[config.mk]
export PLATFORM = sky130hd
export DESIGN_NAME = gpio_port_regs
export DESIGN_NICKNAME = d
export VERILOG_FILES = /design/src/rtl/gpio_port_pkg.sv /design/src/rtl/gpio_sync.sv /design/src/rtl/gpio_regfile.sv /design/src/rtl/gpio_pin_mux.sv /design/src/rtl/gpio_port_regs.sv
export SDC_FILE = /design/constraint.sdc
export NUM_CORES = 1
export LEC_CHECK = 0
export CORE_ASPECT_RATIO = 1.25
export CORE_MARGIN = 10
export CORE_UTILIZATION = 45
export DETAILED_ROUTE_END_ITERATION = 7
export GPL_ROUTABILITY_DRIVEN = 0
export HOLD_SLACK_MARGIN = 0.12
export PLACE_DENSITY = 0.79
export SETUP_SLACK_MARGIN = 0.05
export SLEW_MARGIN = 20
export SYNTH_ARGS = -nofsm -noshare
export SYNTH_HDL_FRONTEND = slang
export SYNTH_SLANG_ARGS = --single-unit
[constraint.sdc]
create_clock -name clk -period 1.94 [get_ports clk]
set_input_delay 0.388 -clock clk [delete_from_list [all_inputs] [get_ports clk]]
set_output_delay 0.388 -clock clk [all_outputs]
set_load 0.1 [all_outputs]
[src/rtl/gpio_port_pkg.sv]
package gpio_port_pkg;
  localparam int ADDR_W = 4;
  localparam int BUS_W  = 32;

  typedef enum logic [ADDR_W-1:0] {
    RA_FEN    = 4'h0,
    RA_MUX    = 4'h1,
    RA_DATA   = 4'h2,
    RA_DSET   = 4'h3,
    RA_DCLR   = 4'h4,
    RA_DIR    = 4'h5,
    RA_DIRSET = 4'h6,
    RA_DIRCLR = 4'h7,
    RA_INEN   = 4'h8
  } reg_addr_e;
endpackage

[src/rtl/gpio_sync.sv]
module gpio_sync #(
  parameter int W      = 16,
  parameter int STAGES = 2
) (
  input  logic         clk,
  input  logic         rst_n,
  input  logic [W-1:0] d,
  output logic [W-1:0] q
);
  logic [W-1:0] chain [STAGES];

  generate
    for (genvar s = 0; s < STAGES; s++) begin : g_stage
      if (s == 0) begin : g_first
        always_ff @(posedge clk) begin
          if (!rst_n) chain[0] <= '0;
          else        chain[0] <= d;
        end
      end else begin : g_next
        always_ff @(posedge clk) begin
          if (!rst_n) chain[s] <= '0;
          else        chain[s] <= chain[s-1];
        end
      end
    end
  endgenerate

  assign q = chain[STAGES-1];
endmodule

[src/rtl/gpio_regfile.sv]
module gpio_regfile
  import gpio_port_pkg::*;
#(
  parameter int NPINS = 16,
  parameter int SEL_W = 2
) (
  input  logic                   clk,
  input  logic                   rst_n,
  input  logic                   wr,
  input  logic [ADDR_W-1:0]      addr,
  input  logic [BUS_W-1:0]       wdata,
  input  logic [NPINS-1:0]       pin_state,
  output logic [NPINS-1:0]       fen_q,
  output logic [NPINS*SEL_W-1:0] mux_q,
  output logic [NPINS-1:0]       data_q,
  output logic [NPINS-1:0]       dir_q,
  output logic [NPINS-1:0]       inen_q,
  output logic [BUS_W-1:0]       rdata
);
  localparam int MUX_W = NPINS * SEL_W;

  function automatic logic [NPINS-1:0] w1_apply(input logic [NPINS-1:0] cur,
                                                input logic [NPINS-1:0] bits,
                                                input logic             set);
    return set ? (cur | bits) : (cur & ~bits);
  endfunction

  function automatic logic [BUS_W-1:0] widen(input logic [NPINS-1:0] v);
    logic [BUS_W-1:0] r;
    r = '0;
    r[NPINS-1:0] = v;
    return r;
  endfunction

  logic [NPINS-1:0] wbits;
  assign wbits = wdata[NPINS-1:0];

  logic wr_fen, wr_mux, wr_data, wr_dset, wr_dclr, wr_dir, wr_dirset, wr_dirclr, wr_inen;
  assign wr_fen    = wr && (addr == RA_FEN);
  assign wr_mux    = wr && (addr == RA_MUX);
  assign wr_data   = wr && (addr == RA_DATA);
  assign wr_dset   = wr && (addr == RA_DSET);
  assign wr_dclr   = wr && (addr == RA_DCLR);
  assign wr_dir    = wr && (addr == RA_DIR);
  assign wr_dirset = wr && (addr == RA_DIRSET);
  assign wr_dirclr = wr && (addr == RA_DIRCLR);
  assign wr_inen   = wr && (addr == RA_INEN);

  always_ff @(posedge clk) begin
    if (!rst_n) begin
      fen_q  <= '0;
      mux_q  <= '0;
      data_q <= '0;
      dir_q  <= '0;
      inen_q <= '0;
    end else begin
      if (wr_fen)  fen_q  <= wbits;
      if (wr_mux)  mux_q  <= wdata[MUX_W-1:0];
      if (wr_inen) inen_q <= wbits;
      if (wr_data)      data_q <= wbits;
      else if (wr_dset) data_q <= w1_apply(data_q, wbits, 1'b1);
      else if (wr_dclr) data_q <= w1_apply(data_q, wbits, 1'b0);
      if (wr_dir)         dir_q <= wbits;
      else if (wr_dirset) dir_q <= w1_apply(dir_q, wbits, 1'b1);
      else if (wr_dirclr) dir_q <= w1_apply(dir_q, wbits, 1'b0);
    end
  end

  always_comb begin
    rdata = '0;
    case (addr)
      RA_FEN:                         rdata = widen(fen_q);
      RA_MUX:                         rdata[MUX_W-1:0] = mux_q;
      RA_DATA:                        rdata = widen(pin_state);
      RA_DSET, RA_DCLR:               rdata = widen(data_q);
      RA_DIR, RA_DIRSET, RA_DIRCLR:   rdata = widen(dir_q);
      RA_INEN:                        rdata = widen(inen_q);
      default:                        rdata = '0;
    endcase
  end

  // written ones become set, zeros keep their value
  p_set_ones_r2: assert property (@(posedge clk) disable iff (!rst_n)
    wr_dset |=> ((data_q & $past(wbits)) == $past(wbits)) &&
                ((data_q & ~$past(wbits)) == ($past(data_q) & ~$past(wbits))));
  // written ones become clear, zeros keep their value
  p_clr_ones_r3: assert property (@(posedge clk) disable iff (!rst_n)
    wr_dclr |=> ((data_q & $past(wbits)) == '0) &&
                ((data_q & ~$past(wbits)) == ($past(data_q) & ~$past(wbits))));
  // direction aliases
  p_dirset_r4: assert property (@(posedge clk) disable iff (!rst_n)
    wr_dirset |=> ((dir_q & $past(wbits)) == $past(wbits)));
  p_dirclr_r4: assert property (@(posedge clk) disable iff (!rst_n)
    wr_dirclr |=> ((dir_q & $past(wbits)) == '0));
  // plain registers hold the written value
  p_fen_hold_r10: assert property (@(posedge clk) disable iff (!rst_n)
    wr_fen |=> (fen_q == $past(wbits)));
endmodule

[src/rtl/gpio_pin_mux.sv]
module gpio_pin_mux #(
  parameter int NPINS = 16,
  parameter int NFUNC = 4,
  parameter int SEL_W = 2
) (
  input  logic [NPINS-1:0]       fen,
  input  logic [NPINS*SEL_W-1:0] mux,
  input  logic [NPINS-1:0]       gpio_data,
  input  logic [NPINS-1:0]       gpio_dir,
  input  logic [NFUNC*NPINS-1:0] fn_dout,
  input  logic [NFUNC*NPINS-1:0] fn_oe,
  output logic [NPINS-1:0]       pad_out,
  output logic [NPINS-1:0]       pad_oe
);
  function automatic logic pick(input logic [NFUNC*NPINS-1:0] v,
                                input logic [SEL_W-1:0]       sel,
                                input int                     pin);
    int idx;
    idx = int'(sel) * NPINS + pin;
    return (idx < NFUNC * NPINS) ? v[idx] : 1'b0;
  endfunction

  generate
    for (genvar n = 0; n < NPINS; n++) begin : g_pin
      logic [SEL_W-1:0] sel;
      assign sel = mux[n*SEL_W +: SEL_W];
      always_comb begin
        if (fen[n]) begin
          pad_out[n] = pick(fn_dout, sel, n);
          pad_oe[n]  = pick(fn_oe, sel, n);
        end else begin
          pad_out[n] = gpio_data[n];
          pad_oe[n]  = gpio_dir[n];
        end
      end
    end
  endgenerate
endmodule

[src/rtl/gpio_port_regs.sv]
module gpio_port_regs
  import gpio_port_pkg::*;
#(
  parameter int NPINS       = 16,
  parameter int NFUNC       = 4,
  parameter int SYNC_STAGES = 2
) (
  input  logic                   clk,
  input  logic                   rst_n,
  input  logic                   bus_wr,
  input  logic [ADDR_W-1:0]      bus_addr,
  input  logic [BUS_W-1:0]       bus_wdata,
  output logic [BUS_W-1:0]       bus_rdata,
  input  logic [NPINS-1:0]       pad_in,
  output logic [NPINS-1:0]       pad_out,
  output logic [NPINS-1:0]       pad_oe,
  input  logic [NFUNC*NPINS-1:0] fn_dout,
  input  logic [NFUNC*NPINS-1:0] fn_oe,
  output logic [NPINS-1:0]       pin_level
);
  localparam int SEL_W = $clog2(NFUNC);

  function automatic logic [NPINS-1:0] readback(input logic [NPINS-1:0] dir,
                                                input logic [NPINS-1:0] latch,
                                                input logic [NPINS-1:0] lvl);
    return (dir & latch) | (~dir & lvl);
  endfunction

  logic [NPINS-1:0]       fen_q, data_q, dir_q, inen_q, sync_q, pin_state;
  logic [NPINS*SEL_W-1:0] mux_q;

  gpio_sync #(.W(NPINS), .STAGES(SYNC_STAGES)) u_sync (
    .clk(clk), .rst_n(rst_n), .d(pad_in), .q(sync_q)
  );

  assign pin_level = sync_q & inen_q;
  assign pin_state = readback(dir_q, data_q, pin_level);

  gpio_regfile #(.NPINS(NPINS), .SEL_W(SEL_W)) u_regs (
    .clk(clk), .rst_n(rst_n), .wr(bus_wr), .addr(bus_addr), .wdata(bus_wdata),
    .pin_state(pin_state), .fen_q(fen_q), .mux_q(mux_q), .data_q(data_q),
    .dir_q(dir_q), .inen_q(inen_q), .rdata(bus_rdata)
  );

  gpio_pin_mux #(.NPINS(NPINS), .NFUNC(NFUNC), .SEL_W(SEL_W)) u_mux (
    .fen(fen_q), .mux(mux_q), .gpio_data(data_q), .gpio_dir(dir_q),
    .fn_dout(fn_dout), .fn_oe(fn_oe), .pad_out(pad_out), .pad_oe(pad_oe)
  );

  // a set-alias write shows on GPIO-mode pads one cycle later
  p_gpio_follow_r5: assert property (@(posedge clk) disable iff (!rst_n)
    (bus_wr && bus_addr == RA_DSET) |=>
      ((pad_out & ~fen_q & $past(bus_wdata[NPINS-1:0])) ==
       (~fen_q & $past(bus_wdata[NPINS-1:0]))));
  // a pin with input enable cleared forwards no level
  p_gate_r8: assert property (@(posedge clk) disable iff (!rst_n)
    (bus_wr && bus_addr == RA_INEN) |=>
      ((pin_level & ~$past(bus_wdata[NPINS-1:0])) == '0));
endmodule

Yosys cells after proc, flatten, opt, wreduce, memory -nomap -nowiden
Memories as Yosys holds them, arrays and structs flattened.
Cells that the tools add are included.

storage, ports and cells
  flip-flop bits (word level) = 96
  latch bits = 0
  memory bits (writable) = 32
  bits in read-only memories = 0
  input port bits = 183
  output and inout bits = 80
  logic and storage cells = 256
  memories = 1

memories
  memory        depth  width  rd ports  clocked after memory_dff  write ports  line             source
  u_sync.chain  2      16     2         0                         2            gpio_sync.sv:10  logic [W-1:0] chain [STAGES];

cells by class
  $add $sub $neg = 15
  multipliers = 0
  div/mod/pow operators = 0
  order comparisons = 32
  equality and inequality tests = 8
  shifts and indexed selects = 0
  muxes and demuxes = 169
  bitwise operators = 12
  reductions and logical operators = 14

operator list
  cell                                                                           number
  32-bit by 8-bit less-than comparator with 1-bit output, second input constant  30
  32-bit case mux with 6 select lines                                            1
  1-bit binary-select mux with 6-bit select                                      30
  1-bit 2-to-1 mux                                                               128
  16-bit 2-to-1 mux                                                              8
  16-bit AND                                                                     5
  6-bit by 4-bit adder with 7-bit output, second input constant                  8
  16-bit OR                                                                      3
  16-bit NOT                                                                     2
  6-bit by 3-bit adder with 7-bit output, second input constant                  4
  4-bit by 3-bit == test with 1-bit output, second input constant                4
  6-bit by 2-bit adder with 7-bit output, second input constant                  2
  6-bit by 7-bit less-than comparator with 1-bit output, second input constant   2
  1-bit logical AND                                                              9
  4-bit by 2-bit == test with 1-bit output, second input constant                2
  6-bit by 1-bit adder with 7-bit output, second input constant                  1
  3-bit nonzero test                                                             2
  1-bit binary-select mux with 2-bit select                                      2
  4-bit by 1-bit == test with 1-bit output, second input constant                1
  4-bit == test, second input constant                                           1
  4-bit logical NOT                                                              1
  3-bit OR reduction                                                             1
  1-bit OR                                                                       2
  2-bit OR reduction                                                             1

Depth between registers and ports, before layout
  depth after elaboration = 6
  gate-level depth with buffers = 8
  mapped depth without buffers = 4

Modules after synthesis
A second synthesis with hierarchy kept.

unflattened totals
  cells, all modules = 849
  area total of the unflattened synthesis = 7651.1 sq um

by module, submodules not included
  module          instances  cells each  area an instance (sq um)  seq. area each (sq um)
  gpio_regfile    1          574         4973.5                    1921.8
  gpio_pin_mux    1          176         1461.4                    0.0
  gpio_sync       1          67          895.9                     640.6
  gpio_port_regs  1          32          320.3                     0.0

Least setup slack after synthesis
OpenSTA, ideal clock, no wires.

  path kind = register to output
  start point = reg u_regs.inen_q[0]
  end point = out bus_rdata[0]
  data arrival time = 2.112 ns
  required time = 1.552 ns
  path slack = -0.560 ns
  stages on the path, launching flop included = 5
  path buffers = 0
  cell sequence = dfxtp_1 -> and2_1 -> mux2_2 -> a222oi_1 -> nand2_1

on the way
  cells in the longest elaborated chain, start to end = 4

RTL lines
  what                                 line                  source
  from (decl)                          gpio_regfile.sv:17    output logic [NPINS-1:0] inen_q,
  from (signal assigned)               gpio_regfile.sv:59    if (wr_inen) inen_q <= wbits;
  16-bit AND                           gpio_port_regs.sv:36  assign pin_level = sync_q & inen_q;
  net pin_level[0]                     gpio_port_regs.sv:19  output logic [NPINS-1:0] pin_level
  16-bit AND                           gpio_port_regs.sv:26  return (dir & latch) | (~dir & lvl);
  16-bit OR                            gpio_port_regs.sv:26
  32-bit case mux with 6 select lines  gpio_regfile.sv:71    case (addr)
  to (decl)                            gpio_port_regs.sv:13  output logic [BUS_W-1:0] bus_rdata,

The timed path passes the listed nets, and every way through them passes these cells.

Worst setup path after layout
  start point = reg u_regs.inen_q[6]
  end point = out bus_rdata[6]

on the way
  cells in the longest elaborated chain, start to end = 4

RTL lines
  what                                   line
  16-bit AND                             gpio_port_regs.sv:36
  16-bit AND                             gpio_port_regs.sv:26
  16-bit OR                              gpio_port_regs.sv:26
  32-bit case mux with 6 select lines *  gpio_regfile.sv:71

Every way passes the cells marked *; elsewhere a longest branch is shown, timed or not.

==> flow_metrics.py <==
metrics = {
    "outcome": {
        "status": "complete, but fails checks",
        "violations": "DRC, setup timing",
    },
    "global_routing": {
        "grt_usage_pct": 26.9,
        "grt_first_pass_wirelength_um": 45200,
        "antenna_found_initial": 3,
        "met3_usage_pct": 9.36,
        "met1_usage_pct": 28.6,
        "grt_most_used_layer": "met2",
        "grt_max_degree": 47,
        "grt_pass1_vias": 7968,
        "met2_usage_pct": 46.6,
        "overflow": 0,
    },
    "route": {
        "dr.pass1.iters": 8,
        "drc": 2,
        "routed_wl_um": 29200,
        "dr_total_vias": 7347,
        "wl_per_cell_um": 22.6,
        "antenna_left": 0,
        "vias_per_cell": 5.68,
        "drt-initial-drc-count": 661,
    },
    "power_and_ir_drop": {
        "intPower_mw": 5.53,
        "p_switching_mw": 1.91,
        "p_per_area_nw_per_um2": 585,
        "peakVddDrop_uv": 562,
        "netSwitchingFraction_pct": 25.7,
        "pwr-share-clk_pct": 45.5,
        "p_leak_nw": 5.03,
        "seqPwrFrac_pct": 36.6,
        "combPwrFrac_pct": 17.8,
    },
    "worst_hold_path": {
        "worst_hold_path_type": "in -> reg",
        "hold_path_end": "u_regs.mux_q[24]",
        "hold_depth": 2,
        "min-delay-start": "rst_n",
    },
    "timing": {
        "setup_viol": 48,
        "max_freq_ghz": 0.439,
        "period_share_pct": 118,
        "slew_violations": 0,
        "rsz0062_at_grt": "true",
        "tightest_slew_ps": 524,
        "tns_ps": -10600,
        "finalHoldViolCount": 0,
        "relSlewSlack_pct": 65.1,
        "period_minus_slack_ps": 2280,
        "clock_skew_ps": 3.57,
        "finalWorstSetupSlack_ps": -340,
    },
    "cells_and_area": {
        "multi_input_area_um2": 4560,
        "final-seq-area_um2": 2670,
        "drive_gt1_share_pct": 40.4,
        "final_cells": 1294,
        "fillerInstances": 878,
        "nNetsFinal": 1252,
        "area_growth_pct": 79.5,
        "n_antenna_cell": 0,
        "fin_area_um2": 12700,
    },
    "critical_path": {
        "end_kind": "output port",
        "critPathLaunchType": "register",
        "reg2reg_slack_ps": 980,
        "arrival_ps": 1890,
        "crit_type": "reg -> out",
        "rr_worst_depth": 4,
        "worstPathMaxFanout": 2,
        "critPathRequiredTime_ps": 1550,
    },
    "floorplan": {
        "fp.dieW_um": 132,
        "die_area_um2": 21200,
        "ios": 263,
        "die_h_um": 160,
        "initial_core_util_pct": 45.7,
        "core_area_um2": 15500,
        "placementRows": 51,
    },
    "logic_synthesis": {
        "synth_cell_types": 43,
        "synth_area_leader_cell": "dfxtp_1",
        "async_flop_share_pct": 0,
        "ys_top_cells_by_count": "nand2_1, dfxtp_1, a21boi_1",
        "seq_area_frac_synth_pct": 36.2,
        "synth.top_cell.area_share_pct": 36.2,
        "syn-num-nets": 909,
        "syn_inst": 726,
        "syn_avg_cell_area_um2": 9.76,
        "synth-seq-cells": 128,
        "yosysWarnings": 0,
        "yosys.cell_count.top_type": "nand2_1",
        "syn_area_um2": 7090,
        "netlist_top_cells_area": "dfxtp_1, mux4_2, mux2_2",
        "synth_flop_cell": "dfxtp_1",
        "synth-edff-count": 0,
    },
    "clock_tree": {
        "cts_num_sinks": 128,
        "hold_buffers": 0,
        "cts_tree": "done",
        "cts_max_path_buffers": 2,
        "root_buffer": "clkbuf_16",
        "htreeDepth": 4,
        "cts_made_buffers": 17,
        "clkTransAtPathRegs_ps": 60,
        "worstSkewPairLatency_ps": 420,
    },
    "placement": {
        "port_buffers": 262,
        "detailed_place.area_um2": 11300,
        "pre_cts_ws_ps": -892,
        "dp.cells": 1218,
        "post-dp-hpwl_um": 20400,
    },
    "run": {
        "max-cap-violations": 0,
    },
}
worst max path at each step:
stage | from | endpoint | slack [ps] | depth (start not counted)
floorplan | bus_addr[2] | bus_rdata[15] | -160 | 7
global placement | bus_addr[0] | bus_rdata[9] | -990 | 6
detailed placement | bus_addr[0] | bus_rdata[15] | -890 | 8
CTS | u_regs.inen_q[6] | bus_rdata[6] | -360 | 6
global route | u_regs.inen_q[15] | bus_rdata[15] | -390 | 6
finish | u_regs.inen_q[6] | bus_rdata[6] | -340 | 6
per-layer routing:
metal  up-vias  routed length [µm]
met2       421               14700
met1      3535               10400
met4         6                1250
met5         -                  42
li1       3305                   -
met3        80                2830
logic make-up after synthesis:
family / after synthesis / synth area share [%]
and+or+nand+nor: 281 / 20.0
buffers and inverters: 58 / 5.08
muxes: 112 / 23.1
DFF: 128 / 36.2
AOI/OAI and AO/OA: 147 / 15.7
final cells by class:
type	instances	share of cell area [%]
tap	212	2.09
timing repair buffer	375	36.0
inverter	7	0.207
multi-input combinational	540	35.8
clock inverter	13	1.40
clock buffer	19	3.56
sequential	128	21.0
cells in the final DEF (no fill, tap or decap), types with 17 or more instances in the layout:
master | Yosys | layout
mux4_2 | 32 | 32
dfxtp_1 | 128 | 78
mux2_4 | 10 | 46
dfxtp_2 | 0 | 34
a21boi_1 | 56 | 56
and2_1 | 50 | 34
mux2_2 | 54 | 18
nor2b_1 | 17 | 17
buf_12 | 1 | 96
nand2_1 | 155 | 139
nor2_1 | 17 | 17
clkbuf_16 | 0 | 17
buf_4 | 3 | 88
clkdlybuf4s50_1 | 0 | 176
timing repair:
action / 4_1_cts / 5_1_grt
setup buffers: 33 / 8
pin swaps: 34 / 20
setup endpoints to repair: 95 / 64
cloned: 3 / 0
hold endpoints to repair: 0 / 0
gates resized for setup: 145 / 17
power by group through the flow:
stage / combinational, mW / clock (mW) / sequential [mW]
finish: 1.33 / 3.39 / 2.73
global route: 1.39 / 3.53 / 2.73
CTS: 1.31 / 3.41 / 2.72
detailed placement: 1.21 / 0 / 2.80
global placement: 1.19 / 0 / 2.79
floorplan: 0.564 / 0 / 2.78
metrics by stage:
stage	utilization [%]	hold slack [ps]	power [mW]
2_1_floorplan	-	406	3.34
3_3_place_gp	72.9	417	3.99
3_5_place_dp	73.0	417	4.01
4_1_cts	81.4	355	7.44
5_1_grt	82.0	366	7.65
6_report	82.0	357	7.45
worst max-delay path, stage by stage (launching register included):
cell      delay (ps)
dfxtp_2          330
buf_6            110
mux2_4           250
a222oi_1         370
buf_4            190
nand2_4           50
buf_12           170
(Power assumes the default switching activity.)
